### src/rtl/tpm_pkg.sv
// Package tpm_pkg
// Shared types and helpers for the triggered pulse meter.
// Assumes: polarity fields use 01 for active low and 10 for active high.
package tpm_pkg;

    typedef enum logic [1:0] {
        ST_IDLE  = 2'd0,
        ST_ARMED = 2'd1,
        ST_MEAS  = 2'd2
    } tpm_state_e;

    localparam logic [1:0] POL_LOW  = 2'b01;
    localparam logic [1:0] POL_HIGH = 2'b10;

    // Bit positions inside the synchronizer bundle
    localparam int IDX_MEAS = 0;
    localparam int IDX_TRIG = 1;
    localparam int IDX_XCLK = 2;
    localparam int N_SYNC   = 3;

    // Maps a raw level to "active" under a polarity code; disabled codes give 0
    function automatic logic pol_active(input logic [1:0] pol, input logic lvl);
        logic res;
        res = 1'b0;
        if (pol == POL_HIGH) res = lvl;
        else if (pol == POL_LOW) res = ~lvl;
        return res;
    endfunction

endpackage

### src/rtl/tpm_sync.sv
// Module tpm_sync
// Multi-bit synchronizer. Each bit has its own chain of STAGES flops plus
// one more flop that holds the previous synchronized level for edge detection.
// Assumes: each input bit is an independent level with no timing relation to clk.
module tpm_sync #(
    parameter int WIDTH  = 3,
    parameter int STAGES = 2
) (
    input  logic             clk,
    input  logic             rst_n,
    input  logic [WIDTH-1:0] din,
    output logic [WIDTH-1:0] lvl,
    output logic [WIDTH-1:0] prv
);

    for (genvar g = 0; g < WIDTH; g++) begin : g_bit
        logic [STAGES:0] chain_q;

        // Shifts the raw input through the sync stages and the history flop
        always_ff @(posedge clk) begin
            if (!rst_n) chain_q <= '0;
            else        chain_q <= {chain_q[STAGES-1:0], din[g]};
        end

        assign lvl[g] = chain_q[STAGES-1];
        assign prv[g] = chain_q[STAGES];
    end

endmodule

### src/rtl/tpm_timebase.sv
// Module tpm_timebase
// Produces the counting tick. A free-running divider gives one tick every
// 2**(DIV_BITS-code) cycles for codes 0..DIV_BITS. Code DIV_BITS+1 passes the
// external clock rising edge. Any higher code gives no tick.
// Assumes: ext_rise is already synchronized and at most one cycle wide.
module tpm_timebase #(
    parameter int DIV_BITS = 4,
    parameter int SEL_W    = 3
) (
    input  logic             clk,
    input  logic             rst_n,
    input  logic [SEL_W-1:0] clk_sel,
    input  logic             ext_rise,
    output logic             tick
);

    localparam int N_RATES  = DIV_BITS + 1;
    localparam int EXT_CODE = DIV_BITS + 1;

    logic [DIV_BITS-1:0] div_q;
    logic [N_RATES-1:0]  rate_tick;

    // Free-running prescaler counter
    always_ff @(posedge clk) begin
        if (!rst_n) div_q <= '0;
        else        div_q <= div_q + 1'b1;
    end

    // One tick candidate per division code: the kept low bits are all ones
    for (genvar c = 0; c < N_RATES; c++) begin : g_rate
        localparam logic [DIV_BITS-1:0] KEEP = {DIV_BITS{1'b1}} >> c;
        assign rate_tick[c] = &(div_q | ~KEEP);
    end

    // Selects the tick source from the clock-select code
    always_comb begin
        tick = 1'b0;
        for (int c = 0; c < N_RATES; c++) begin
            if (clk_sel == SEL_W'(c)) tick = rate_tick[c];
        end
        if (clk_sel == SEL_W'(EXT_CODE)) tick = ext_rise;
    end

endmodule

### src/rtl/tpm_meas_core.sv
// Module tpm_meas_core
// Sequencer and counter for one measurement. IDLE waits for a trigger.
// ARMED waits for the next start of the active level. MEAS counts ticks until
// the end of the pulse (width mode) or the next start (period mode), then
// reports the count and returns to IDLE.
// Assumes: act_start and act_end are one-cycle strobes from the synchronized input.
module tpm_meas_core
    import tpm_pkg::*;
#(
    parameter int CNT_W = 16
) (
    input  logic             clk,
    input  logic             rst_n,
    input  logic             mode_period,
    input  logic             trig,
    input  logic             act_lvl,
    input  logic             act_start,
    input  logic             act_end,
    input  logic             tick,
    output logic             arm_o,
    output logic             cap_valid,
    output logic [CNT_W-1:0] cap_value,
    output logic             cap_ovf
);

    tpm_state_e       state_q;
    logic [CNT_W-1:0] cnt_q;
    logic             sat_q;
    logic             stop_now;
    logic             count_en;

    assign stop_now = (state_q == ST_MEAS) && (mode_period ? act_start : act_end);
    assign count_en = tick && (mode_period || act_lvl);

    // State sequencing and saturating interval counter
    always_ff @(posedge clk) begin
        if (!rst_n) begin
            state_q <= ST_IDLE;
            cnt_q   <= '0;
            sat_q   <= 1'b0;
        end else begin
            unique case (state_q)
                ST_IDLE: begin
                    if (trig) state_q <= ST_ARMED;
                end
                ST_ARMED: begin
                    if (act_start) begin
                        state_q <= ST_MEAS;
                        cnt_q   <= {{(CNT_W-1){1'b0}}, tick};
                        sat_q   <= 1'b0;
                    end
                end
                ST_MEAS: begin
                    if (stop_now) begin
                        state_q <= ST_IDLE;
                    end else if (count_en) begin
                        if (&cnt_q) sat_q <= 1'b1;
                        else        cnt_q <= cnt_q + 1'b1;
                    end
                end
                default: state_q <= ST_IDLE;
            endcase
        end
    end

    assign arm_o     = (state_q == ST_IDLE) && trig;
    assign cap_valid = stop_now;
    assign cap_value = cnt_q;
    assign cap_ovf   = sat_q;

endmodule

### src/rtl/tpm_out_stage.sv
// Module tpm_out_stage
// Holds the readback result and overflow flag, stretches each completion into a
// pulse of PULSE_CYC cycles, and keeps the interrupt request until it is acknowledged.
// Assumes: cap_valid and arm never occur in the same cycle.
module tpm_out_stage #(
    parameter int CNT_W     = 16,
    parameter int PULSE_CYC = 175
) (
    input  logic             clk,
    input  logic             rst_n,
    input  logic             cap_valid,
    input  logic [CNT_W-1:0] cap_value,
    input  logic             cap_ovf,
    input  logic             arm,
    input  logic             irq_en,
    input  logic             irq_ack,
    output logic [CNT_W-1:0] rd_value,
    output logic             ovf_flag,
    output logic             done_pulse,
    output logic             irq
);

    localparam int PC_W = $clog2(PULSE_CYC + 1);

    logic [CNT_W-1:0] rd_q;
    logic             ovf_q;
    logic             done_q;
    logic [PC_W-1:0]  pc_q;
    logic             irq_q;

    // Result register, loaded only on capture
    always_ff @(posedge clk) begin
        if (!rst_n)         rd_q <= '0;
        else if (cap_valid) rd_q <= cap_value;
    end

    // Overflow flag: set with a saturated result, cleared on the next arm
    always_ff @(posedge clk) begin
        if (!rst_n)         ovf_q <= 1'b0;
        else if (cap_valid) ovf_q <= cap_ovf;
        else if (arm)       ovf_q <= 1'b0;
    end

    // Completion pulse stretcher
    always_ff @(posedge clk) begin
        if (!rst_n) begin
            done_q <= 1'b0;
            pc_q   <= '0;
        end else if (cap_valid) begin
            done_q <= 1'b1;
            pc_q   <= PC_W'(PULSE_CYC - 1);
        end else if (pc_q != '0) begin
            pc_q   <= pc_q - 1'b1;
        end else begin
            done_q <= 1'b0;
        end
    end

    // Held interrupt request; a new completion wins over an acknowledge
    always_ff @(posedge clk) begin
        if (!rst_n)                   irq_q <= 1'b0;
        else if (cap_valid && irq_en) irq_q <= 1'b1;
        else if (irq_ack)             irq_q <= 1'b0;
    end

    assign rd_value   = rd_q;
    assign ovf_flag   = ovf_q;
    assign done_pulse = done_q;
    assign irq        = irq_q;

endmodule

### src/rtl/tpm_meter.sv
// Module tpm_meter (top)
// Triggered pulse width / period meter. Synchronizes the measured input, the
// external trigger and the external clock, decodes the polarities, and passes
// the resulting strobes to the measurement core. The core's result goes to the
// output stage.
// Assumes: the configuration inputs are steady while the block is armed or measuring.
module tpm_meter
    import tpm_pkg::*;
#(
    parameter int CNT_W       = 16,
    parameter int DIV_BITS    = 4,
    parameter int SYNC_STAGES = 2,
    parameter int PULSE_CYC   = 175,
    localparam int SEL_W      = $clog2(DIV_BITS + 3)
) (
    input  logic             clk,
    input  logic             rst_n,
    input  logic             meas_in,
    input  logic             ext_trig_in,
    input  logic             ext_clk_in,
    input  logic             sw_trig,
    input  logic             cfg_period_mode,
    input  logic [1:0]       cfg_meas_pol,
    input  logic [1:0]       cfg_trig_pol,
    input  logic [SEL_W-1:0] cfg_clk_sel,
    input  logic             cfg_irq_en,
    input  logic             irq_ack,
    output logic [CNT_W-1:0] rd_value,
    output logic             ovf_flag,
    output logic             done_pulse,
    output logic             irq
);

    logic [N_SYNC-1:0] raw_in;
    logic [N_SYNC-1:0] s_lvl;
    logic [N_SYNC-1:0] s_prv;
    logic              act_now, act_was, act_start, act_end;
    logic              trg_now, trg_was, ext_hit, trig;
    logic              xclk_rise, tick;
    logic              arm;
    logic              cap_valid, cap_ovf;
    logic [CNT_W-1:0]  cap_value;

    always_comb begin
        raw_in           = '0;
        raw_in[IDX_MEAS] = meas_in;
        raw_in[IDX_TRIG] = ext_trig_in;
        raw_in[IDX_XCLK] = ext_clk_in;
    end

    tpm_sync #(
        .WIDTH  (N_SYNC),
        .STAGES (SYNC_STAGES)
    ) u_sync (
        .clk   (clk),
        .rst_n (rst_n),
        .din   (raw_in),
        .lvl   (s_lvl),
        .prv   (s_prv)
    );

    // Polarity decode and edge strobes for the measured input and the trigger
    always_comb begin
        act_now   = pol_active(cfg_meas_pol, s_lvl[IDX_MEAS]);
        act_was   = pol_active(cfg_meas_pol, s_prv[IDX_MEAS]);
        act_start = act_now & ~act_was;
        act_end   = ~act_now & act_was;
        trg_now   = pol_active(cfg_trig_pol, s_lvl[IDX_TRIG]);
        trg_was   = pol_active(cfg_trig_pol, s_prv[IDX_TRIG]);
        ext_hit   = trg_now & ~trg_was;
        trig      = sw_trig | ext_hit;
        xclk_rise = s_lvl[IDX_XCLK] & ~s_prv[IDX_XCLK];
    end

    tpm_timebase #(
        .DIV_BITS (DIV_BITS),
        .SEL_W    (SEL_W)
    ) u_timebase (
        .clk      (clk),
        .rst_n    (rst_n),
        .clk_sel  (cfg_clk_sel),
        .ext_rise (xclk_rise),
        .tick     (tick)
    );

    tpm_meas_core #(
        .CNT_W (CNT_W)
    ) u_core (
        .clk         (clk),
        .rst_n       (rst_n),
        .mode_period (cfg_period_mode),
        .trig        (trig),
        .act_lvl     (act_now),
        .act_start   (act_start),
        .act_end     (act_end),
        .tick        (tick),
        .arm_o       (arm),
        .cap_valid   (cap_valid),
        .cap_value   (cap_value),
        .cap_ovf     (cap_ovf)
    );

    tpm_out_stage #(
        .CNT_W     (CNT_W),
        .PULSE_CYC (PULSE_CYC)
    ) u_out (
        .clk        (clk),
        .rst_n      (rst_n),
        .cap_valid  (cap_valid),
        .cap_value  (cap_value),
        .cap_ovf    (cap_ovf),
        .arm        (arm),
        .irq_en     (cfg_irq_en),
        .irq_ack    (irq_ack),
        .rd_value   (rd_value),
        .ovf_flag   (ovf_flag),
        .done_pulse (done_pulse),
        .irq        (irq)
    );

endmodule

### config.mk
export PLATFORM = sky130hd
export DESIGN_NAME = tpm_meter
export DESIGN_NICKNAME = d
export VERILOG_FILES = /design/src/rtl/tpm_pkg.sv /design/src/rtl/tpm_sync.sv /design/src/rtl/tpm_timebase.sv /design/src/rtl/tpm_meas_core.sv /design/src/rtl/tpm_out_stage.sv /design/src/rtl/tpm_meter.sv
export SDC_FILE = /design/constraint.sdc
export NUM_CORES = 1
export LEC_CHECK = 0
export ABC_AREA = 1
export BUFFER_PORTS_ARGS = -buffer_cell sky130_fd_sc_hd__buf_4
export CORE_MARGIN = 5
export CORE_UTILIZATION = 57
export DETAILED_ROUTE_END_ITERATION = 16
export GPL_ROUTABILITY_DRIVEN = 0
export HOLD_SLACK_MARGIN = 0.12
export PLACE_DENSITY = 0.79
export REMOVE_ABC_BUFFERS = 1
export SYNTH_ARGS = -nofsm -noshare
export SYNTH_HDL_FRONTEND = slang
export SYNTH_SLANG_ARGS = --single-unit
### constraint.sdc
create_clock -name clk -period 2.7 [get_ports clk]
set_clock_uncertainty 0.2 [all_clocks]
set_input_delay 0.27 -clock clk [delete_from_list [all_inputs] [get_ports clk]]
set_output_delay 0.27 -clock clk [all_outputs]
set_load 0.05 [all_outputs]
## After elaboration in Yosys (flattened, before gate mapping)

Cells that the tools add are included.
Widths: inputs -> output; s select.

| word-level totals | value |
|---|---|
| bits of input ports | 16 |
| output and inout bits | 19 |
| register bits | 59 |

| cells by class | value |
|---|---|
| add/sub/neg operators | 3 |
| bitwise logic cells | 14 |
| equality and inequality tests | 19 |
| reductions and logical operators | 20 |
| muxes and demuxes | 37 |

Operator list:

| cell | number |
|---|---|
| $mux 16 | 4 |
| $pmux 16 s2 | 1 |
| $mux 1 | 25 |
| $add 16x1->16 const B | 1 |
| $mux 8 | 2 |
| $reduce_and 16->1 | 1 |
| $ne 2x1->1 const B | 5 |
| $reduce_and 5->1 | 2 |
| $not 1->1 | 9 |
| $reduce_bool 2->1 | 4 |
| $reduce_bool 8->1 | 1 |
| $sub 8x1->8 const B | 1 |
| $eq 2x1->1 const B | 3 |
| $eq 2x2->1 const B | 3 |
| $eq 3x2->1 const B | 2 |
| $eq 3x3->1 const B | 2 |
| $mux 2 | 3 |
| $ne 2x2->1 const B | 3 |
| $pmux 2 s3 | 1 |
| $reduce_and 3->1 | 2 |
| $add 4x1->4 const B | 1 |
| $and 1x1->1 | 4 |
| $logic_and 1x1->1 | 4 |
| $reduce_and 4->1 | 1 |
| other kinds (8) | 8 |

## Longest topological paths before layout

| logic depth | value |
|---|---|
| depth in word-level cells | 11 |
| gate-level depth with buffers | 14 |

## Cells and area by module

From an unflattened synthesis, not the netlist that was laid out.

| unflattened totals | value |
|---|---|
| cells, all modules | 471 |
| area, all modules | 3,156.8 µm² |

By module, submodules not included:

| module | cells an instance | seq. area each (µm²) | times used | area each (µm²) |
|---|---|---|---|---|
| tpm_meas_core | 224 | 380.4 | 1 | 1,360.1 |
| tpm_out_stage | 151 | 540.5 | 1 | 1,152.4 |
| tpm_sync | 34 | 180.2 | 1 | 304.0 |
| tpm_timebase | 32 | 80.1 | 1 | 217.7 |
| tpm_meter | 30 | 0.0 | 1 | 122.6 |

## Worst setup path before layout

Ideal clock, no wire load.

| timing path | value |
|---|---|
| path type | register to register |
| start point | register u_timebase.div_q[0] |
| end point | register u_core.cnt_q[11], in the netlist u_core.cap_value[11] |
| data arrival time | 1,587 ps |
| buffers on the path | 1 |
| setup slack | 843 ps |
| stages on the path, launching flop included | 14 |
| required time | 2,430 ps |
| setup time | 70 ps |
| cell sequence | dfxtp_1 ha_1 ha_1 inv_1 nand2_1 nand3_1 nand2_1 nand2_1 nand2_1 nand3_1 nand2_2 buf_2 nand3_1 a21oi_1 |

| between the ends | value |
|---|---|
| word-level cells in the longest chain between the ends | 10 |
| elaborated cells on any way between the ends | 12 |

Ends and longest elaborated chain:

| item | line | RTL |
|---|---|---|
| start: declaration | tpm_timebase.sv:20 | `logic [DIV_BITS-1:0] div_q;` |
| start signal: assignment | tpm_timebase.sv:26 | `else div_q <= div_q + 1'b1;` |
| $reduce_and 4->1 | tpm_timebase.sv:32 | `assign rate_tick[c] = &(div_q \| ~KEEP);` |
| $mux 1 (3 in a row) | tpm_timebase.sv:39 | `if (clk_sel == SEL_W'(c)) tick = rate_tick[c];` |
| $mux 1 (*) (2 in a row) | tpm_timebase.sv:39 |  |
| $mux 1 (*) | tpm_timebase.sv:41 | `if (clk_sel == SEL_W'(EXT_CODE)) tick = ext_rise;` |
| $logic_and 1x1->1 (*) | tpm_meas_core.sv:33 | `assign count_en = tick && (mode_period \|\| act_lvl);` |
| $ne 2x1->1 (no source line) (*) | n/a |  |
| $reduce_and 5->1 (no source line) (*) | n/a |  |
| end signal: assignment | tpm_meas_core.sv:49 | `cnt_q <= {{(CNT_W-1){1'b0}}, tick};` |
| end signal: assignment | tpm_meas_core.sv:58 | `else cnt_q <= cnt_q + 1'b1;` |
| end: declaration | tpm_meas_core.sv:27 | `logic [CNT_W-1:0] cnt_q;` |

Mark *: on every way between the ends. The rest lies on a longest branch, timed or not.
A chain may end at the register's enable or synchronous reset.

## Worst setup path after layout

| timing path | value |
|---|---|
| start point | register u_core.cnt_q[0], in the netlist u_core.cap_value[0] |
| end point | register u_core.cnt_q[2], in the netlist u_core.cap_value[2] |

| between the ends | value |
|---|---|
| word-level cells in the longest chain between the ends | 5 |
| elaborated cells on any way between the ends | 8 |

Ends and longest elaborated chain:

| item | line | RTL |
|---|---|---|
| $add 16x1->16 | tpm_meas_core.sv:58 |  |
| $mux 16 | tpm_meas_core.sv:57 | `if (&cnt_q) sat_q <= 1'b1;` |
| $mux 16 | tpm_meas_core.sv:56 | `end else if (count_en) begin` |
| $mux 16 | tpm_meas_core.sv:54 | `if (stop_now) begin` |
| $pmux 16 s2 | tpm_meas_core.sv:42 | `unique case (state_q)` |

Several ways; a longest one is shown, not always the timed one. The select of a mux whose other input is x is not followed.

==> reports/metrics.cfg <==
[cells_and_area]
drive_gt1_share_pct=17.9
finalInstanceArea_um2=3390
finalNonFillerCells=515
layout_common_cells=nand2_1 (108), dfxtp_1 (59), a21oi_1 (47)
final_common_cell=nand2_1
n_antenna_cell=0
area_delta_synth_final_pct=20.3
nNetsFinal=463

[placed_design]
numPortBuffers=34
place_ws_ps=470
dpl.cell_count=491
hpwl_mm=4.06
placed_area_um2=3110

[global_routing]
grt_max_degree=31
overflow=0
grt_pass1_vias=2412
antenna_found_initial=0
track_usage_pct=20.2
grt_pass1_wl_mm=10.3

[status]
status=finished, final reports clean

[timing]
setup_viol=0
max_freq_mhz=440
worst_slew_pin_slew_ps=491
finalCritPeriodShare_pct=84.1
slew_headroom_pct=67.2
period_minus_slack_ps=2270
timing.setup.tns_ps=0
timing.final.ws_setup_ps=428
hold_viol=0
rsz0062_at_grt=false
slew_viol_final=0

[worst_setup_path]
critPathKind=register to register
crit_arrival_ps=2330
cp_max_fo=25
crit_path_end_kind=register
worstSetupStartpointType=register
r2r_slack_ps=430
r2r-start=u_core.cap_value[0]
reg2reg_depth=11
r2r-end=u_core.cap_value[2]
critical_path_required_ps=2760

[floorplan]
core_area_um2=4750
initial_core_util_pct=59.2
die_area_um2=6440
die_y_um=80.3
die_x_um=80.3
io-pin-count=35
num_rows=25

[clock_tree]
ctsHtreeMaxLevel=3
cts_sinks=59
clock_latency_ps=330
path_clk_slew_ps=60
cts_tree=yes
post_cts_buffers=0
clockBufferDepth=2
cts-resized-gates=0
cts_hold_buf=8
numCtsBuffers=9
cts-root-buf=clkbuf_8

[flow_run]
maxCapViolCount=0

[synth]
ys_types=31
syn_area_per_cell_um2=7.04
yosysWarnings=0
netlist_instances=400
yosysSeqAreaShare_pct=42.0
yosys_register_bits=59
syn_area_um2=2820

[worst_hold_path]
min_path_type=register to register
hp-start=u_sync.g_bit[1].chain_q[0]
hold_depth=2
hold_end=u_sync.g_bit[1].chain_q[1]

[power]
ir_drop_v=0.000416
powerDensity_nw_per_um2=626
cellLeakagePower_uw=0.00152

[routing]
wirelength_mm=5.99
ant_nets=0
drt_pre_antenna_iters=4
vias=2624
drc_errors=0
drt_iter0_drc=120
via_per_inst=5.10
drt-wirelength-per-cell_um=11.6

## logic make-up (layout without fill, tap and decap cells)
group | after synthesis | count (layout) | synth area share, %
adders and majority gates | 4 | 4 | 1.78
AOI/OAI and AO/OA | 65 | 65 | 12.1
xor gates and xnor gates | 6 | 6 | 1.87
and+or+nand+nor | 202 | 202 | 33.0
buffers and inverters | 64 | 112 | 9.29
DFF | 59 | 59 | 42.0
## metrics by stage
step	util (%)	hold WS (ps)	power [uW]
5_1_grt	71.2	238	2250
3_3_place_gp	65.5	196	1350
3_5_place_dp	65.5	199	1370
2_1_floorplan	-	163	1270
4_1_cts	71.2	210	2140
6_report	71.2	211	2120
## power by group
group,switching (uW),internal [uW]
sequential,40.6,930
combinational,228,159
clock,327,433
total,596,1520
## Yosys cell counts
library cell | n | area share (%)
a211oi_1 | 1 | 0.27
a21o_1 | 1 | 0.27
a21oi_1 | 47 | 8.4
a31o_2 | 1 | 0.31
buf_1 | 1 | 0.13
buf_2 | 5 | 0.89
buf_6 | 2 | 0.80
clkbuf_1 | 7 | 0.93
dfxtp_1 | 59 | 42
ha_1 | 4 | 1.8
inv_1 | 42 | 5.6
inv_2 | 7 | 0.93
nand2_1 | 108 | 14
nand2_2 | 6 | 1.3
nand3_1 | 30 | 5.3
nand3_2 | 7 | 2.5
nand3b_1 | 2 | 0.53
nand4_1 | 5 | 1.1
nand4_4 | 1 | 0.76
nor2_1 | 35 | 4.7
nor2_2 | 2 | 0.44
nor2_4 | 3 | 1.2
nor3_1 | 1 | 0.18
nor3b_1 | 2 | 0.53
o211ai_1 | 1 | 0.27
o21ai_0 | 9 | 1.6
o21ai_1 | 3 | 0.53
o21bai_1 | 1 | 0.27
o31ai_1 | 1 | 0.27
xnor2_1 | 3 | 0.93
xor2_1 | 3 | 0.93
## worst max-delay path by stage
stage	slack, ps	to	from	cells past startpoint
5_1_grt	220	u_out.irq	u_sync.g_bit[0].chain_q[1]	9
3_3_place_gp	550	u_core.cap_value[4]	u_core.cap_value[0]	11
3_5_place_dp	470	u_core.cap_value[2]	u_core.cap_value[0]	11
4_1_cts	450	u_core.cap_value[2]	u_core.cap_value[0]	11
2_1_floorplan	740	u_core.cap_value[11]	u_timebase.div_q[0]	13
6_report	430	u_core.cap_value[2]	u_core.cap_value[0]	11
## metal layers
metal,GRT usage (%),up-vias,share of wire (%)
li1,-,1360,-
met1,24.4,1194,46
met2,33.7,60,48
met3,5.16,10,5.1
met4,8.95,0,1.5
met5,0,-,0
## critical path, cell delays in order, from the launching register on
cell and delay [ps]:
dfxtp_1 390, ha_1 190, nand2_1 60, inv_2 100, nand2_2 100, nor2_4 110, inv_2 60, nor2_4 130
nand4_4 360, nand2_2 310, nand2_1 80, a21oi_1 120
## flip-flops by register name, summed over array words and instances, names as in the netlist
| name | flops |
|---|---|
| u_out.rd_value | 16 |
| u_sync.g_bit.chain_q | 9 |
| u_timebase.div_q | 4 |
| u_out.ovf_flag | 1 |
| u_core.cap_ovf | 1 |
| u_core.cap_value | 16 |
| u_out.irq | 1 |
| u_core.state_q | 2 |
| u_out.done_pulse | 1 |
| u_out.pc_q | 8 |
## layout make-up
type	count	area (um2)
multi-input cells	277	1370
fillers	408	1370
flip-flops and latches	59	1180
repair buffers	47	373
clock buffers	15	186
inverters	49	184
well taps	67	83.8
clock inverters	1	5.00
No activity file was read; power rests on OpenSTA's default activity.
